$ cat config.mk
export PLATFORM = sky130hd
export DESIGN_NAME = prio_intc
export DESIGN_NICKNAME = d
export VERILOG_FILES = /design/src/rtl/intc_pkg.sv /design/src/rtl/intc_sync.sv /design/src/rtl/intc_pick.sv /design/src/rtl/intc_state.sv /design/src/rtl/prio_intc.sv
export SDC_FILE = /design/constraint.sdc
export NUM_CORES = 1
export LEC_CHECK = 0
export ABC_AREA = 1
export BUFFER_PORTS_ARGS = -buffer_cell sky130_fd_sc_hd__buf_2
export CAP_MARGIN = 20
export CORE_MARGIN = 5
export CORE_UTILIZATION = 30
export DETAILED_ROUTE_END_ITERATION = 8
export PLACE_DENSITY = 0.55
export RECOVER_POWER = 50
export SYNTH_ARGS = -nofsm -noshare
export SYNTH_HDL_FRONTEND = slang
export SYNTH_SLANG_ARGS = --single-unit
export TNS_END_PERCENT = 50
$ cat constraint.sdc
create_clock -name clk -period 4 [get_ports clk]
set_input_delay 0.4 -clock clk [delete_from_list [all_inputs] [get_ports clk]]
set_output_delay 0.4 -clock clk [all_outputs]
set_load 0.01 [all_outputs]
$ cat src/rtl/intc_pkg.sv
package intc_pkg;
  typedef enum logic [1:0] {
    SEL_ARM  = 2'd0,
    SEL_EN   = 2'd1,
    SEL_WAIT = 2'd2,
    SEL_ACT  = 2'd3
  } reg_sel_e;
endpackage

$ cat src/rtl/intc_sync.sv
module intc_sync #(
  parameter int W = 16
) (
  input  logic         clk,
  input  logic         rst_n,
  input  logic [W-1:0] raw_i,
  output logic [W-1:0] rise_o
);
  for (genvar g = 0; g < W; g++) begin : g_bit
    logic s1_q, s2_q, s3_q;
    always_ff @(posedge clk or negedge rst_n) begin
      if (!rst_n) begin
        s1_q <= 1'b0;
        s2_q <= 1'b0;
        s3_q <= 1'b0;
      end else begin
        s1_q <= raw_i[g];
        s2_q <= s1_q;
        s3_q <= s2_q;
      end
    end
    assign rise_o[g] = s2_q & ~s3_q;
  end
endmodule

$ cat src/rtl/intc_pick.sv
module intc_pick #(
  parameter int W  = 16,
  parameter int LW = $clog2(W)
) (
  input  logic [W-1:0]  vec_i,
  output logic          any_o,
  output logic [LW-1:0] idx_o
);
  always_comb begin
    any_o = 1'b0;
    idx_o = '0;
    for (int i = W - 1; i >= 0; i--) begin
      if (vec_i[i]) begin
        any_o = 1'b1;
        idx_o = LW'(i);
      end
    end
  end
endmodule

$ cat src/rtl/intc_state.sv
module intc_state
  import intc_pkg::*;
#(
  parameter int NLVL = 16,
  parameter int LW   = $clog2(NLVL)
) (
  input  logic            clk,
  input  logic            rst_n,
  input  logic [NLVL-1:0] rise_i,
  input  logic            trig_stb_i,
  input  logic [LW-1:0]   trig_lvl_i,
  input  logic            grant_i,
  input  logic [LW-1:0]   grant_lvl_i,
  input  logic            clr_i,
  input  logic            act_any_i,
  input  logic [LW-1:0]   act_lvl_i,
  input  logic            we_i,
  input  reg_sel_e        sel_i,
  input  logic [NLVL-1:0] wdata_i,
  output logic [NLVL-1:0] arm_o,
  output logic [NLVL-1:0] en_o,
  output logic [NLVL-1:0] wt_o,
  output logic [NLVL-1:0] ac_o
);
  logic [NLVL-1:0] arm_q, en_q, wt_q, ac_q;
  logic [NLVL-1:0] arm_d, en_d, wt_d, ac_d;
  logic [NLVL-1:0] trig_vec, new_req, grant_vec, clr_vec;

  always_comb begin
    trig_vec  = trig_stb_i ? (NLVL'(1) << trig_lvl_i) : '0;
    new_req   = (rise_i | trig_vec) & arm_q;
    grant_vec = grant_i ? (NLVL'(1) << grant_lvl_i) : '0;
    clr_vec   = (clr_i && act_any_i) ? (NLVL'(1) << act_lvl_i) : '0;

    arm_d = arm_q;
    en_d  = en_q;
    wt_d  = (wt_q & ~grant_vec) | new_req;
    ac_d  = (ac_q & ~clr_vec) | grant_vec;

    if (we_i) begin
      unique case (sel_i)
        SEL_ARM:  arm_d = wdata_i;
        SEL_EN:   en_d  = wdata_i;
        SEL_WAIT: wt_d  = wdata_i;
        SEL_ACT:  ac_d  = wdata_i;
        default:  ;
      endcase
    end
  end

  always_ff @(posedge clk or negedge rst_n) begin
    if (!rst_n) begin
      arm_q <= '0;
      en_q  <= '0;
      wt_q  <= '0;
      ac_q  <= '0;
    end else begin
      arm_q <= arm_d;
      en_q  <= en_d;
      wt_q  <= wt_d;
      ac_q  <= ac_d;
    end
  end

  assign arm_o = arm_q;
  assign en_o  = en_q;
  assign wt_o  = wt_q;
  assign ac_o  = ac_q;
endmodule

$ cat src/rtl/prio_intc.sv
module prio_intc
  import intc_pkg::*;
#(
  parameter int NLVL = 16,
  parameter int LW   = $clog2(NLVL)
) (
  input  logic            clk,
  input  logic            rst_n,
  input  logic [NLVL-1:0] irq_lines,
  input  logic            trig_stb,
  input  logic [LW-1:0]   trig_lvl,
  input  logic            ack,
  input  logic            clr_act,
  input  logic            reg_we,
  input  logic [1:0]      reg_addr,
  input  logic [NLVL-1:0] reg_wdata,
  output logic [NLVL-1:0] reg_rdata,
  output logic            irq_req,
  output logic [LW-1:0]   irq_lvl
);
  logic rst_m_q, rst_s_n;
  always_ff @(posedge clk or negedge rst_n) begin
    if (!rst_n) begin
      rst_m_q <= 1'b0;
      rst_s_n <= 1'b0;
    end else begin
      rst_m_q <= 1'b1;
      rst_s_n <= rst_m_q;
    end
  end

  logic [NLVL-1:0] rise_v, arm_v, en_v, wt_v, ac_v;
  logic            pend_any, act_any;
  logic [LW-1:0]   pend_lvl, act_lvl;
  reg_sel_e        sel;

  assign sel = reg_sel_e'(reg_addr);

  intc_sync #(.W(NLVL)) u_sync (
    .clk(clk), .rst_n(rst_s_n), .raw_i(irq_lines), .rise_o(rise_v)
  );

  intc_pick #(.W(NLVL), .LW(LW)) u_pick_pend (
    .vec_i(wt_v & en_v), .any_o(pend_any), .idx_o(pend_lvl)
  );

  intc_pick #(.W(NLVL), .LW(LW)) u_pick_act (
    .vec_i(ac_v), .any_o(act_any), .idx_o(act_lvl)
  );

  always_comb begin
    irq_req = pend_any && (!act_any || (act_lvl > pend_lvl));
    irq_lvl = irq_req ? pend_lvl : '0;
  end

  intc_state #(.NLVL(NLVL), .LW(LW)) u_state (
    .clk(clk), .rst_n(rst_s_n),
    .rise_i(rise_v),
    .trig_stb_i(trig_stb), .trig_lvl_i(trig_lvl),
    .grant_i(ack && irq_req), .grant_lvl_i(irq_lvl),
    .clr_i(clr_act), .act_any_i(act_any), .act_lvl_i(act_lvl),
    .we_i(reg_we), .sel_i(sel), .wdata_i(reg_wdata),
    .arm_o(arm_v), .en_o(en_v), .wt_o(wt_v), .ac_o(ac_v)
  );

  always_comb begin
    unique case (sel)
      SEL_ARM:  reg_rdata = arm_v;
      SEL_EN:   reg_rdata = en_v;
      SEL_WAIT: reg_rdata = wt_v;
      SEL_ACT:  reg_rdata = ac_v;
      default:  reg_rdata = '0;
    endcase
  end
endmodule

==> flow_summary.ini <==
[run_status]
status = finished with violations
violations = max-capacitance violations, max-slew violations

[synth]
ys_top_cells_by_area = dfrtp_1, nand2_1, inv_1
synth_edf_count = 0
synth_common_cells = nand2_1, dfrtp_1, inv_1, nor2_1, a21oi_1
synth_area_mm2 = 0.00532
syn_nets = 687
ys_types = 34
async_flop_share_pct = 100
ys_seq_elements = 114
synth_flop_cell = dfrtp_1
synth.most_common_cell = nand2_1
netlist_instances = 639
synth_area_leader_cell = dfrtp_1
synth_top_area_share_pct = 53.6
yosysSeqAreaShare_pct = 53.6
avgSynthCellArea_um2 = 8.32
ys_warn_count = 0

[worst_setup_path]
r2r_start = u_state.wt_o[14]$_DFF_PN0_
slowest_stage = dfrtp_1
critical_path_class = flip-flop to output pin
cp-end-kind = output pin
arrival_ns = 3.20
crit_buf_inv = 5
cp_slowest_stage_delay_ns = 0.39
critical_path.startpoint = u_state.wt_o[14]$_DFF_PN0_
worstSetupStartpointType = flip-flop
crit_fanout = 6
worst_ep_required_time_ns = 3.60
crit_family = simple AND/OR/NAND/NOR gates
crit_top_cell = nand2_1

[sta]
finalCritPeriodShare_pct = 89.9
slew_violations = 54
slew_headroom_pct = -40.3
skew_ns = 0.0100
worstMarginPinSlew_ns = 2.10
fmax_ghz = 0.278
setup_viol = 0
rsz0062_at_grt = false
tns_ns = 0
fin_crit_ns = 3.60
hold_violations = 0
fin_ws_ns = 0.404

[clocking]
clk_pin_slew_ns = 0.05
clockBufferDepth = 2
htreeDepth = 4
cts_buffers = 17
cts_root_buffer = clkbuf_16
clock_sinks = 114
cts_tree = built
insertion_delay_ns = 0.41

[power]
ir_worst_vdd_mv = 0.295
power_density_mw_per_mm2 = 634
total_power_mw = 4.14
p_leak_nw = 3.29

[floorplanning]
core_area_mm2 = 0.0174
start_util_pct = 30.6
die-area_mm2 = 0.0205
die_w_um = 143
die_h_um = 143
ios = 65
rows = 48

[route]
num_vias = 4554
drt-total-wl_um = 15700
routed_via_density = 4.76
drtAntennaViolNets = 0
drt-wirelength-per-cell_um = 16.4
drtIter0Drc = 406
dr.pass1.iters = 5
drcViolationCount = 0

[layout]
num-nets-final = 767
final_cell_count_no_fill = 957
drive_gt1_share_pct = 16.9
fin_util_pct = 37.7
num_antenna_cells = 0
area_delta_synth_final_pct = 23.0

[placed_design]
gp_congestion = 0.948
placed_cells = 919
portBuffers = 64
dp_hpwl_um = 11700
place_ws_ns = 0.646

[grt]
overflow = 0
grt_pass1_wl_um = 24800
grt_antenna_before_repair = 0
grt_usage_pct = 16.0
first_global_vias = 4393
grt_max_degree = 54

[flow_run]
max_cap_violations = 1

[worst_hold_path]
min_from = irq_lines[12]
hold_class = primary input to flip-flop
-- kinds of logic (layout without fill, tap and decap cells) --
kind of cell / count (synthesis) / after routing / share of synthesized area (%)
other cells: 1 / 1 / 0.0705
buf+inv: 99 / 192 / 7.22
flops: 114 / 114 / 53.6
fa+ha+maj: 4 / 4 / 0.941
compound gates: 128 / 128 / 14.2
simple gates: 293 / 293 / 23.9
-- layer usage --
metal / wire length [µm] / up-vias / GRT usage [%]
met5: 0 / - / 0
met4: 279 / 0 / 6.10
met3: 850 / 20 / 2.85
met2: 7190 / 150 / 24.2
met1: 7380 / 2122 / 22.9
li1: - / 2262 / -
-- final timing paths --
path | to | slack [ns] | cells past startpoint
max | irq_lvl[0] | 0.40 | 28
min | u_sync.g_bit[12].s1_q$_DFF_PN0_ | 0.09 | 1
max reg2reg | u_state.ac_o[9]$_DFF_PN0_ | 0.69 | 32
min reg2reg | u_sync.g_bit[8].s2_q$_DFF_PN0_ | 0.34 | 0
max in group asynchronous | u_state.en_o[8]$_DFFE_PN0P_ | 1.47 | 1
min in group asynchronous | rst_m_q$_DFF_PN0_ | 0.30 | 2
-- power breakdown --
| group | internal, mW | switching (mW) | total [mW] |
|---|---|---|---|
| sequential | 1.33 | 0.140 | 1.47 |
| clock | 0.932 | 0.536 | 1.47 |
| combinational | 0.416 | 0.792 | 1.21 |
-- stage by stage --
step | area (µm²) | hold slack, ns
2_1_floorplan | 5320 | 0.104
3_3_place_gp | 5910 | 0.188
3_5_place_dp | 5910 | 0.189
4_1_cts | 6500 | 0.0715
5_1_grt | 6540 | 0.0724
6_report | 6540 | 0.0872
-- final cells by class --
cell class              instances  area (µm²)
clock buffers                  20         447
clock inverters                12         135
fillers                      1819       10800
inverters                      83         314
multi-input cells             426        2100
flip-flops and latches        114        2850
well taps                     225         282
repair buffers                 77         417
-- flip-flops by register name (all words and copies together) (netlist names) --
register and count:
rst_m_q 1, rst_s_n 1, u_state.ac_o 16, u_state.arm_o 16, u_state.en_o 16, u_state.wt_o 16, u_sync.g_bit.s1_q 16, u_sync.g_bit.s2_q 16
u_sync.g_bit.s3_q 16
-- layout by cell type, fill, tap and decap left out, types with 2 or more instances in the layout --
cell type | Yosys | final
nor2_1 | 66 | 65
o21ai_0 | 40 | 40
clkinv_2 | 0 | 2
nand2_1 | 175 | 173
inv_2 | 2 | 2
buf_4 | 0 | 11
clkbuf_16 | 0 | 17
ha_1 | 4 | 4
nor2_2 | 2 | 3
nand2_2 | 1 | 3
nor2_8 | 2 | 2
o22ai_1 | 14 | 14
bufinv_16 | 0 | 2
nand3_1 | 20 | 20
clkinv_4 | 0 | 4
nand4_1 | 21 | 21
o2111ai_1 | 15 | 15
a22oi_1 | 7 | 7
buf_2 | 2 | 63
inv_1 | 80 | 80
clkinvlp_4 | 0 | 4
a21oi_1 | 45 | 45
clkbuf_1 | 13 | 3
dfrtp_1 | 114 | 114
-- repair_timing --
action                                 4_1_cts  5_1_grt
buffers inserted                             0        5
endpoints found under the hold margin        2        0
gates resized for setup                      0        3
setup endpoints to repair                    0        1
hold buffers                                 1        0
No activity file was read; power rests on OpenSTA's default activity.
